File: config.mk
export PLATFORM = sky130hd
export DESIGN_NAME = pixel_scan_ctrl
export DESIGN_NICKNAME = d
export VERILOG_FILES = /design/src/rtl/pixscan_pkg.sv /design/src/rtl/pixscan_sel_dec.sv /design/src/rtl/pixscan_fsm.sv /design/src/rtl/pixel_scan_ctrl.sv
export SDC_FILE = /design/constraint.sdc
export NUM_CORES = 1
export LEC_CHECK = 0
export BUFFER_PORTS_ARGS = -buffer_cell sky130_fd_sc_hd__buf_2
export CAP_MARGIN = 20
export CORE_UTILIZATION = 40
export DETAILED_ROUTE_END_ITERATION = 10
export PLACE_DENSITY_LB_ADDON = 0.12
export SYNTH_ARGS = -nofsm -noshare
export SYNTH_HDL_FRONTEND = slang
export SYNTH_SLANG_ARGS = --single-unit
File: constraint.sdc
create_clock -name clk -period 4.88 [get_ports clk]
set_input_delay 0.244 -clock clk [delete_from_list [all_inputs] [get_ports clk]]
set_output_delay 0.244 -clock clk [all_outputs]
set_load 0.05 [all_outputs]
File: src/rtl/pixscan_pkg.sv
// Shared types of the pixel readout sequencer.
package pixscan_pkg;

    // Sequencer phase. Order carries no meaning.
    typedef enum logic [2:0] {
        PH_IDLE  = 3'd0,  // waiting for start
        PH_INTEG = 3'd1,  // frame mode integration wait
        PH_SFON  = 3'd2,  // row selected, source-follower bias settling
        PH_READ  = 3'd3,  // pixel powered, columns stepping
        PH_RROW  = 3'd4,  // shutter mode reset of the current row
        PH_RALL  = 3'd5,  // frame mode reset of the whole matrix
        PH_DONE  = 3'd6   // one-cycle end of frame
    } scan_phase_t;

endpackage

File: src/rtl/pixscan_sel_dec.sv
// Index to active-low one-hot strobe decoder.
// Drives bit idx low when en is high, drives every bit low when all_on is high.
// Assumes idx < N whenever en is high.
module pixscan_sel_dec #(
    parameter int N = 32,
    localparam int IW = (N > 1) ? $clog2(N) : 1
) (
    input  logic          en,
    input  logic          all_on,
    input  logic [IW-1:0] idx,
    output logic [N-1:0]  sel_n
);

    // One comparator per strobe line.
    for (genvar i = 0; i < N; i++) begin : g_bit
        assign sel_n[i] = ~((en && (idx == IW'(i))) || all_on);
    end

endmodule

File: src/rtl/pixscan_fsm.sv
// Phase sequencer of the pixel readout.
// Walks integration wait, per-row bias lead, column read and the reset of the
// selected discipline; returns the phase with the current row and column.
// Assumes 1 <= SF_LEAD and 1 <= RST_LEN, both below 2**INT_W.
module pixscan_fsm
    import pixscan_pkg::*;
#(
    parameter int ROWS    = 32,
    parameter int COLS    = 32,
    parameter int SF_LEAD = 4,
    parameter int RST_LEN = 2,
    parameter int INT_W   = 16,
    localparam int RW = (ROWS > 1) ? $clog2(ROWS) : 1,
    localparam int CW = (COLS > 1) ? $clog2(COLS) : 1
) (
    input  logic             clk,
    input  logic             rst_n,
    input  logic             start,
    input  logic             shutter_mode,
    input  logic [INT_W-1:0] integ_len,
    output scan_phase_t      phase,
    output logic [RW-1:0]    row_idx,
    output logic [CW-1:0]    col_idx
);

    localparam logic [INT_W-1:0] SF_LOAD  = INT_W'(SF_LEAD - 1);
    localparam logic [INT_W-1:0] RST_LOAD = INT_W'(RST_LEN - 1);
    localparam logic [RW-1:0]    ROW_LAST = RW'(ROWS - 1);
    localparam logic [CW-1:0]    COL_LAST = CW'(COLS - 1);

    scan_phase_t      phase_q;
    logic [INT_W-1:0] tmr_q;
    logic [RW-1:0]    row_q;
    logic [CW-1:0]    col_q;
    logic             shut_q;

    // Phase transitions, dwell timer and row/column counters.
    always_ff @(posedge clk) begin
        if (!rst_n) begin
            phase_q <= PH_IDLE;
            tmr_q   <= '0;
            row_q   <= '0;
            col_q   <= '0;
            shut_q  <= 1'b0;
        end else begin
            case (phase_q)
                PH_IDLE: begin
                    row_q <= '0;
                    col_q <= '0;
                    if (start) begin
                        shut_q <= shutter_mode;
                        if (!shutter_mode && (integ_len != '0)) begin
                            phase_q <= PH_INTEG;
                            tmr_q   <= integ_len - 1'b1;
                        end else begin
                            phase_q <= PH_SFON;
                            tmr_q   <= SF_LOAD;
                        end
                    end
                end
                PH_INTEG: begin
                    if (tmr_q == '0) begin
                        phase_q <= PH_SFON;
                        tmr_q   <= SF_LOAD;
                    end else begin
                        tmr_q <= tmr_q - 1'b1;
                    end
                end
                PH_SFON: begin
                    if (tmr_q == '0) begin
                        phase_q <= PH_READ;
                        col_q   <= '0;
                    end else begin
                        tmr_q <= tmr_q - 1'b1;
                    end
                end
                PH_READ: begin
                    if (col_q == COL_LAST) begin
                        col_q <= '0;
                        if (shut_q) begin
                            phase_q <= PH_RROW;
                            tmr_q   <= RST_LOAD;
                        end else if (row_q == ROW_LAST) begin
                            phase_q <= PH_RALL;
                            tmr_q   <= RST_LOAD;
                        end else begin
                            phase_q <= PH_SFON;
                            tmr_q   <= SF_LOAD;
                            row_q   <= row_q + 1'b1;
                        end
                    end else begin
                        col_q <= col_q + 1'b1;
                    end
                end
                PH_RROW: begin
                    if (tmr_q == '0) begin
                        if (row_q == ROW_LAST) begin
                            phase_q <= PH_DONE;
                        end else begin
                            phase_q <= PH_SFON;
                            tmr_q   <= SF_LOAD;
                            row_q   <= row_q + 1'b1;
                        end
                    end else begin
                        tmr_q <= tmr_q - 1'b1;
                    end
                end
                PH_RALL: begin
                    if (tmr_q == '0) begin
                        phase_q <= PH_DONE;
                    end else begin
                        tmr_q <= tmr_q - 1'b1;
                    end
                end
                default: begin
                    phase_q <= PH_IDLE;
                end
            endcase
        end
    end

    assign phase   = phase_q;
    assign row_idx = row_q;
    assign col_idx = col_q;

endmodule

File: src/rtl/pixel_scan_ctrl.sv
// Readout sequencer top for a ROWS x COLS active-pixel array.
// Turns the sequencer phase into active-low row and column strobes, the
// odd/even line steering bit and the end-of-frame pulse.
// Assumes start, shutter_mode and integ_len are synchronous to clk.
module pixel_scan_ctrl
    import pixscan_pkg::*;
#(
    parameter int ROWS    = 32,
    parameter int COLS    = 32,
    parameter int SF_LEAD = 4,
    parameter int RST_LEN = 2,
    parameter int INT_W   = 16
) (
    input  logic             clk,
    input  logic             rst_n,
    input  logic             start,
    input  logic             shutter_mode,
    input  logic [INT_W-1:0] integ_len,
    output logic [ROWS-1:0]  row_sel_n,
    output logic [ROWS-1:0]  row_rst_n,
    output logic [ROWS-1:0]  sf_pwr_n,
    output logic [ROWS-1:0]  pix_pwr_n,
    output logic [COLS-1:0]  col_sel_n,
    output logic             line_sel,
    output logic             frame_done
);

    localparam int RW = (ROWS > 1) ? $clog2(ROWS) : 1;
    localparam int CW = (COLS > 1) ? $clog2(COLS) : 1;

    scan_phase_t   phase;
    logic [RW-1:0] row_idx;
    logic [CW-1:0] col_idx;
    logic          row_on;
    logic          reading;

    pixscan_fsm #(
        .ROWS(ROWS), .COLS(COLS), .SF_LEAD(SF_LEAD),
        .RST_LEN(RST_LEN), .INT_W(INT_W)
    ) u_fsm (
        .clk(clk), .rst_n(rst_n), .start(start),
        .shutter_mode(shutter_mode), .integ_len(integ_len),
        .phase(phase), .row_idx(row_idx), .col_idx(col_idx)
    );

    // Phase-derived enables for the strobe decoders.
    always_comb begin
        reading = (phase == PH_READ);
        row_on  = (phase == PH_SFON) || reading;
    end

    pixscan_sel_dec #(.N(ROWS)) u_row_sel (
        .en(row_on), .all_on(1'b0), .idx(row_idx), .sel_n(row_sel_n));

    pixscan_sel_dec #(.N(ROWS)) u_sf_pwr (
        .en(row_on), .all_on(1'b0), .idx(row_idx), .sel_n(sf_pwr_n));

    pixscan_sel_dec #(.N(ROWS)) u_pix_pwr (
        .en(reading), .all_on(1'b0), .idx(row_idx), .sel_n(pix_pwr_n));

    pixscan_sel_dec #(.N(ROWS)) u_row_rst (
        .en(phase == PH_RROW), .all_on(phase == PH_RALL),
        .idx(row_idx), .sel_n(row_rst_n));

    pixscan_sel_dec #(.N(COLS)) u_col_sel (
        .en(reading), .all_on(1'b0), .idx(col_idx), .sel_n(col_sel_n));

    // Line steering follows the parity of the column being read.
    assign line_sel   = reading && col_idx[0];
    assign frame_done = (phase == PH_DONE);

endmodule

Word level (Yosys, flattened, before mapping)
Cells that the tools add are included.
- add/subtract/negate cells: 4
- equal/unequal tests: 77
- multiplexer cells: 29
- bitwise gates (word level): 128
- reduce and logical (&&, ||, !) cells: 178
- operators with widths (kind ; number):
    $eq A5 B5 Y1 const B ; 32
    $logic_and A1 B1 Y1 ; 130
    $mux W16 ; 8
    $not A1 Y1 ; 128
    $eq A5 B4 Y1 const B ; 16
    $pmux W16 S5 ; 1
    $eq A5 B3 Y1 const B ; 8
    $logic_or A1 B1 Y1 ; 33
    $sub A16 B1 Y16 const B ; 2
    $mux W5 ; 6
    $pmux W5 S3 ; 2
    $mux W3 ; 9
    $eq A5 B2 Y1 const B ; 4
    $pmux W3 S6 ; 1
    $logic_not A16 Y1 ; 1
    $reduce_bool A16 Y1 ; 1
    $add A5 B1 Y5 const B ; 2
    $eq A5 B1 Y1 const B ; 2
    $logic_not A5 Y1 ; 2
    $ne A2 B2 Y1 const B ; 5
    $eq A3 B3 Y1 const B ; 3
    $eq A3 B2 Y1 const B ; 2
    $ne A2 B1 Y1 const B ; 3
    $reduce_and A6 Y1 ; 1
    other kinds (11) ; 14
- register bits after elaboration: 30
- input port bits: 20
- output and inout port bits: 162
- word-level logic and storage cells: 421

Longest topological paths before layout
Gate-level depths: netlist of the first run.
- depth in word-level cells: 5
- mapped depth: 12
- gate-level depth less buffers: 9

Cells and area by module
Synthesis of the first run repeated with hierarchy kept, for this count alone.
- cell total of the unflattened synthesis: 546
- area total of the unflattened synthesis: 3895.0 um^2
- by module, submodules not included (module ; times used ; cells an instance ; area an instance (um^2) ; sequential area each (um^2)):
    pixscan_fsm ; 1 ; 289 ; 2283.4 ; 600.6
    pixscan_sel_dec ; 5 ; 50 ; 310.3 ; 0.0
    pixel_scan_ctrl ; 1 ; 7 ; 60.1 ; 0.0

Least setup slack after synthesis of the first run
Ideal clock, no wire load.
- kind: register to register
- start: reg u_fsm.row_q[0], in the netlist u_fsm.row_idx[0]
- end: reg u_fsm.tmr_q[12]
- library setup time: 0.124 ns
- data arrival time: 2.501 ns
- data required time: 4.756 ns
- setup slack: 2.255 ns
- cell stages (with the launch flop): 10
- path buffers: 1
- period minus slack after synthesis: 2.625 ns
- cell sequence: dfxtp_1 -> ha_1 -> and3_1 -> ha_1 -> o21ai_2 -> a211oi_4 -> nor2_1 -> clkbuf_1 -> a2bb2oi_1 -> o21ai_0
- cells in the longest elaborated chain, start to end: 3
- RTL lines (item ; RTL line ; text):
    from (decl) ; pixscan_fsm.sv:33 ; logic [RW-1:0] row_q;
    from (signal assigned) ; pixscan_fsm.sv:89 ; row_q <= row_q + 1'b1;
    from (signal assigned) ; pixscan_fsm.sv:102 ; row_q <= row_q + 1'b1;
    $eq A5 B5 Y1 ; pixscan_fsm.sv:97 ; if (row_q == ROW_LAST) begin
    $ne A3 B3 Y1 (no source line) ; - ;
    $reduce_and A5 Y1 (no source line) ; - ;
    to (signal assigned) ; pixscan_fsm.sv:74 ; tmr_q <= tmr_q - 1'b1;
    to (signal assigned) ; pixscan_fsm.sv:105 ; tmr_q <= tmr_q - 1'b1;
    to (signal assigned) ; pixscan_fsm.sv:112 ; tmr_q <= tmr_q - 1'b1;
    to (decl) ; pixscan_fsm.sv:32 ; logic [INT_W-1:0] tmr_q;
No other way between the ends.
A chain may end at the register's enable or synchronous reset.

Worst setup path in the final report of the first run
- start: reg u_fsm.phase_q[0], in the netlist u_fsm.phase[0]
- end: out pix_pwr_n[2]
- cells in the longest elaborated chain, start to end: 3
- RTL lines (item ; RTL line ; text):
    from (decl) ; pixscan_fsm.sv:31 ; scan_phase_t phase_q;
    from (signal assigned) ; pixscan_fsm.sv:40 ; phase_q <= PH_IDLE;
    from (signal assigned) ; pixscan_fsm.sv:53 ; phase_q <= PH_INTEG;
    from (signal assigned) ; pixscan_fsm.sv:56 ; phase_q <= PH_SFON;
    $eq A3 B2 Y1 ; pixel_scan_ctrl.sv:48 ; reading = (phase == PH_READ);
    $logic_and A1 B1 Y1 ; pixscan_sel_dec.sv:16 ; assign sel_n[i] = ~((en && (idx == IW'(i))) || all_on);
    $not A1 Y1 ; pixscan_sel_dec.sv:16 ;
    to (decl) ; pixel_scan_ctrl.sv:22 ; output logic [ROWS-1:0] pix_pwr_n,
No other way between the ends.

==> impl_metrics.csv, run 1 <==
group,metric,value,unit
setup_path,cpMostUsedCell,"nand2_1",
timing,post-route-period-util,69.69,%
setup_path,ff2ff_path_depth,9,
detailed_routing,vias_per_cell,5.523,
power_and_ir_drop,power.leakage,0.001435,uW
global_route,grt-ovfl-total,0,
yosys,ys.flop_type,"dfxtp_1",
timing,rsz0062_at_grt,"false",
global_route,grt_max_degree,33,
yosys,ys_warn_count,0,
placement,gp_congestion,0.8410,
setup_path,crit_type,"reg2out",
yosys,async_flop_share,0,%
floorplanning,core_area,0.008299,sq mm
timing,slew_viol_final,0,
clocking,hold_buffers,0,
setup_path,critPathArrivalTime,3.16,ns
clocking,cts.path.max_buffers,2,
clocking,numClockSinks,30,
hold_path,hold-path-cell-count,2,
timing,finalSetupViolCount,0,
detailed_routing,firstDrtPassIters,5,
cells_and_area,multiInputGateArea,0.002387,sq mm
timing,tightest_slew,1.116,ns
floorplanning,start_util,41.60,%
yosys,ys_ff_latch,30,
yosys,syn_nets,572,
setup_path,cp-end-kind,"output pin",
setup_path,cp_slowest_stage_delay,1.01,ns
global_route,grt_pass1_wl,18.35,mm
yosys,synth_top_area_share,17.40,%
clocking,cts_max_level,2,
hold_path,hold_path_class,"in2reg",
detailed_routing,drt_iter0_drc,260,
detailed_routing,post_drt_wl_per_cell,16.15,um
power_and_ir_drop,ir_worst_vdd,0.2350,mV
clocking,cts_setup_buffers,0,
yosys,yosys.area.top_type,"dfxtp_1",
yosys,synth_area,0.003452,sq mm
detailed_routing,ant_nets,0,
clocking,cts_buffers,5,
cells_and_area,antenna_cells,0,
cells_and_area,fill_cells,884,
floorplanning,rows,33,
yosys,synth_edf_count,0,
timing,slew_headroom,25.47,%
clocking,clkTransAtPathRegs,0.07,ns
setup_path,crit_required,4.64,ns
clocking,post_cts_resized,0,
yosys,syn_area_per_cell,6.416,sq um
power_and_ir_drop,p_per_area,440.2,mW/mm^2
global_route,grt_use_total,25.98,%
floorplanning,die_w,94.90,um
global_route,antenna_found_initial,0,
floorplanning,die_y,94.90,um
setup_path,worstPathCellList,"nand2_1 -> nor3_1 -> nand2_1 -> buf_2",
timing,fmax,294.0,MHz
timing,layout_min_cycle_time,3.401,ns
clocking,worstSkewPairLatency,0.29,ns
power_and_ir_drop,power,1853,uW
setup_path,crit_slowest_cell,"dfxtp_1",
cells_and_area,final_layout_size_suffix_gt1_share,31.10,%
yosys,syn_inst,538,
cells_and_area,stdcell_area,0.004209,sq mm
cells_and_area,seqCellArea,600.6,sq um
timing,clock-skew-final,0.009284,ns
yosys,ys_types,66,
placement,dp_hpwl,9.584,mm
placement,placed_area,0.004096,sq mm
yosys,ys_top_cells_by_count,"130 x nand2_1, 47 x a21oi_1, 40 x nor2_1",
yosys,synthMostInstantiatedCell,"nand2_1",
floorplanning,dieArea,0.009006,sq mm
clocking,cts_tree,"built",
job,maxCapViolations,0,
global_route,grt_pass1_vias,3578,
setup_path,path_max_fanout,32,
timing,whs,0.2992,ns
yosys,ys_seq_area_share,17.40,%
timing,final_hold_viol_count,0,
floorplanning,boundaryPins,182,
placement,numPortBuffers,181,
detailed_routing,vias,4203,
detailed_routing,drc,0,
timing,finalSetupTns,0,ns
cells_and_area,area_growth,21.93,%
setup_path,worstSetupStartpointType,"flip-flop",
yosys,synth_area_leaders,"dfxtp_1 17%, nand2_1 14%, buf_4 7.2%, a21oi_1 6.8%, ha_1 5.1%",
clocking,clockRootBuffer,"clkbuf_8",
cells_and_area,nets,690,
detailed_routing,routed_wl,12.29,mm
run_status,status,"finished clean",
stage by stage:
stage               instances  worst slack (ns)  util (%)
floorplan                 538             2.255         -
global placement          754             1.870     49.36
detailed placement        754             1.698     49.36
CTS                       761             1.549     50.72
global route              761             1.317     50.72
finish                    761             1.479     50.72
kinds of logic (layout without fill, tap and decap cells):
logic type | Yosys count | count (layout) | synth area share [%]
and+or+nand+nor | 269 | 269 | 36.68
DFF | 30 | 30 | 17.40
buffers and inverters | 88 | 206 | 13.45
adders and majority gates | 15 | 15 | 5.364
xor gates and xnor gates | 12 | 12 | 3.045
muxes | 5 | 5 | 1.522
AOI/OAI and AO/OA | 119 | 119 | 22.54
path summary, 6_finish.rpt:
kind	slack, ns	start	end
setup / recovery	1.48	u_fsm.phase[0]	pix_pwr_n[2]
hold / removal	0.30	rst_n	u_fsm.phase[2]
setup reg to reg	1.63	u_fsm.col_idx[1]	u_fsm.tmr_q[12]
hold reg to reg	0.49	u_fsm.tmr_q[1]	u_fsm.tmr_q[1]
report_power, final:
part           switching, uW  internal, uW
clock                   98.9           163
combinational            779           360
sequential               127           324
total                   1000           848
placed cells by master, fill, tap and decap left out, drive strengths merged, types with 3 or more instances in the layout:
cell    instances
a211oi          3
a21oi          47
a22oi           6
a31oi          10
and2           11
and3            3
buf           182
clkbuf          6
dfxtp          30
ha             14
inv            16
mux2i           3
nand2         130
nand2b          5
nand3          13
nand4           8
nor2           40
nor2b          15
nor3           20
nor4            8
o21ai          24
o22ai           4
o31ai           3
or3             6
xnor2           5
xor2            7
worst max-delay path, delay by kind of cell, from the launching register on:
kind	cells	cell delay, ns
buffers and inverters	1	0.27
DFF	1	1.01
and+or+nand+nor	3	1.58
area by class of cell:
cell class                 count  share of cell area [%]
multi-input combinational    420                   56.72
timing repair buffer         182                   21.70
sequential                    30                   14.27
tap                          105                   3.121
clock buffer                   6                   1.962
inverter                      17                   1.516
clock inverter                 1                  0.7134
sequential cells by signal, indices dropped and copies added, names as in the netlist:
register       cells
u_fsm.tmr_q       16
u_fsm.row_idx      5
u_fsm.col_idx      5
u_fsm.phase        3
u_fsm.shut_q       1
per-layer routing:
layer	track usage [%]	vias up	part of all wire, %
met2	41.13	170	47
met3	2.818	16	5.7
li1	-	2060	-
met5	0	-	0
met1	37.41	1957	46
met4	6.187	0	1.4
No activity file was read; power rests on OpenSTA's default activity.
==> run 2: changes to the inputs <==
==> constraint.sdc (replaced) <==
create_clock -name clk -period 3.5 [get_ports clk]
set_input_delay 0.175 -clock clk [delete_from_list [all_inputs] [get_ports clk]]
set_output_delay 0.175 -clock clk [all_outputs]
set_load 0.05 [all_outputs]
==> run 2 against run 1 <==
- combinational power up 42%
- utilization is 0.38 points higher
- cell count up 0.66%
- sequential power rose by 37%
- cell area increased by 0.74%
==> impl_metrics.csv, run 2 (synthesized netlist as in run 1, its figures left out) <==
group,metric,value,unit
cells_and_area,fill_cells,884,
setup_path,crit_slowest_cell,"nor3_1",
clocking,hold_buffers,0,
timing,layout_min_cycle_time,3.160,ns
setup_path,cpMostUsedCell,"nand2_1",
placement,gp_congestion,0.8835,
timing,post-route-period-util,90.28,%
run_status,status,"finished clean",
cells_and_area,seqCellArea,600.6,sq um
detailed_routing,drc,0,
placement,dp_slack,0.5525,ns
placement,dp_hpwl,9.567,mm
setup_path,worstPathCellList,"nor2b_1 -> nand2_1 -> nor3_1 -> nand2_1 -> buf_2",
floorplanning,boundaryPins,182,
timing,finalSetupViolCount,0,
detailed_routing,vias,4285,
detailed_routing,post_drt_wl_per_cell,16.20,um
floorplanning,rows,33,
detailed_routing,vias_per_cell,5.594,
setup_path,critPathArrivalTime,2.98,ns
power_and_ir_drop,power.internal,1177,uW
global_route,grt_max_degree,27,
detailed_routing,firstDrtPassIters,5,
clocking,cts_max_level,2,
job,maxCapViolations,0,
clocking,worstSkewPairLatency,0.30,ns
global_route,antenna_found_initial,0,
floorplanning,start_util,41.60,%
global_route,grt_pass1_wl,18.71,mm
placement,placed_area,0.004126,sq mm
floorplanning,die_y,94.90,um
setup_path,crit_required,3.32,ns
timing,clock-skew-final,0.01231,ns
power_and_ir_drop,ir_worst_vdd,0.2539,mV
detailed_routing,ant_nets,0,
floorplanning,dieArea,0.009006,sq mm
cells_and_area,area_growth,22.83,%
global_route,grt_use_total,26.46,%
setup_path,worstReg2RegStart,"u_fsm.col_idx[1]",
cells_and_area,layout_commonest_cell,"buf_2",
timing,final_hold_viol_count,0,
clocking,cts_tree,"built",
clocking,cts_setup_buffers,0,
timing,slew_viol_final,0,
hold_path,worstHoldStart,"shutter_mode",
timing,tightest_slew,1.047,ns
cells_and_area,antenna_cells,0,
clocking,cts.path.max_buffers,2,
power_and_ir_drop,seqPwrFrac,23.6,%
cells_and_area,final_layout_size_suffix_gt1_share,31.62,%
global_route,grt-ovfl-total,0,
setup_path,critPathBufInv,1,
hold_path,hold_path_class,"in2reg",
clocking,post_cts_resized,0,
power_and_ir_drop,p_comb_share,62.3,%
setup_path,cp-end-kind,"output pin",
power_and_ir_drop,p_clk_share,14.1,%
cells_and_area,nets,694,
clocking,cts_buffers,5,
setup_path,path_delay_family,"simple AND/OR/NAND/NOR gates",
setup_path,crit_type,"reg2out",
cells_and_area,stdcell_area,0.004240,sq mm
cells_and_area,layout_common_cells,"181 x buf_2, 130 x nand2_1, 47 x a21oi_1",
power_and_ir_drop,p_per_area,614.1,mW/mm^2
timing,finalSetupTns,0,ns
cells_and_area,multiInputGateArea,0.002387,sq mm
setup_path,startpoint,"u_fsm.phase[1]",
clocking,numClockSinks,30,
floorplanning,core_area,0.008299,sq mm
power_and_ir_drop,p_sw_share,54.79,%
power_and_ir_drop,p_sw,1426,uW
cells_and_area,largest_reg_flops,16,
placement,numPortBuffers,181,
detailed_routing,routed_wl,12.41,mm
timing,slew_headroom,29.95,%
clocking,clockRootBuffer,"clkbuf_8",
timing,rsz0062_at_grt,"false",
power_and_ir_drop,power.leakage,0.001449,uW
setup_path,path_max_fanout,15,
timing,fmax,316.5,MHz
clocking,clkTransAtPathRegs,0.07,ns
floorplanning,die_w,94.90,um
cells_and_area,regMostFlops,"u_fsm.tmr_q",
detailed_routing,drt_iter0_drc,374,
setup_path,cp_slowest_stage_delay,0.77,ns
global_route,grt_pass1_vias,3615,
setup_path,worstSetupStartpointType,"flip-flop",
timing,fin_ws,0.3403,ns
[run 2: changes by cell type in the layout (fill, tap and decap cells not counted)]
cell | previous run | this run
buf_4 | 1 | 5
clkinvlp_4 | 0 | 2
clkbuf_8 | 6 | 5
[run 2: stage by stage]
stage	instances	total power [uW]	util, %	hold WS [ns]
floorplan	538	1892	-	0.3189
global placement	758	2185	49.72	0.4679
detailed placement	758	2201	49.72	0.4771
CTS	766	2578	51.09	0.2139
global route	766	2783	51.09	0.2288
finish	766	2604	51.09	0.2131
[run 2: worst register-to-register path, cell delays in order, from the launching register on]
cell	delay, ns
dfxtp_1	0.39
ha_1	0.33
and3_1	0.22
ha_1	0.26
inv_1	0.06
a21oi_1	0.14
o22ai_1	0.20
nor2_1	0.85
nand2_1	0.28
o21ai_0	0.26
[run 2: area by class of cell]
cell class | instances | share of cell area, %
Inverter | 17 | 1.505
Tap cell | 105 | 3.098
Timing Repair Buffer | 186 | 22.25
Multi-Input combinational cell | 420 | 56.30
Sequential cell | 30 | 14.16
Clock buffer | 5 | 1.623
Clock inverter | 3 | 1.062
[run 2: worst paths after layout]
kind | slack [ns] | end | cells past startpoint
worst min register to register | 0.49 | u_fsm.tmr_q[1] | 2
worst max register to register | 0.43 | u_fsm.tmr_q[12] | 9
worst min-delay path | 0.21 | u_fsm.shut_q | 3
worst max-delay path | 0.34 | pix_pwr_n[2] | 5
[run 2: power by group through the flow]
stage / sequential (uW) / combinational [uW] / clock, uW
finish: 616 / 1620 / 367
floorplan: 561 / 1330 / 0
detailed placement: 620 / 1580 / 0
global route: 639 / 1760 / 384
global placement: 613 / 1570 / 0
CTS: 613 / 1590 / 372
[run 2: per-layer routing]
metal / vias to the layer above / routed length, um / global-route usage, % / part of all wire, %
li1: 2062 / - / - / -
met1: 2002 / 5729 / 38.42 / 46
met2: 203 / 5668 / 41.79 / 46
met3: 18 / 828 / 2.335 / 6.7
met4: 0 / 185 / 6.439 / 1.5
met5: - / 0 / 0 / 0
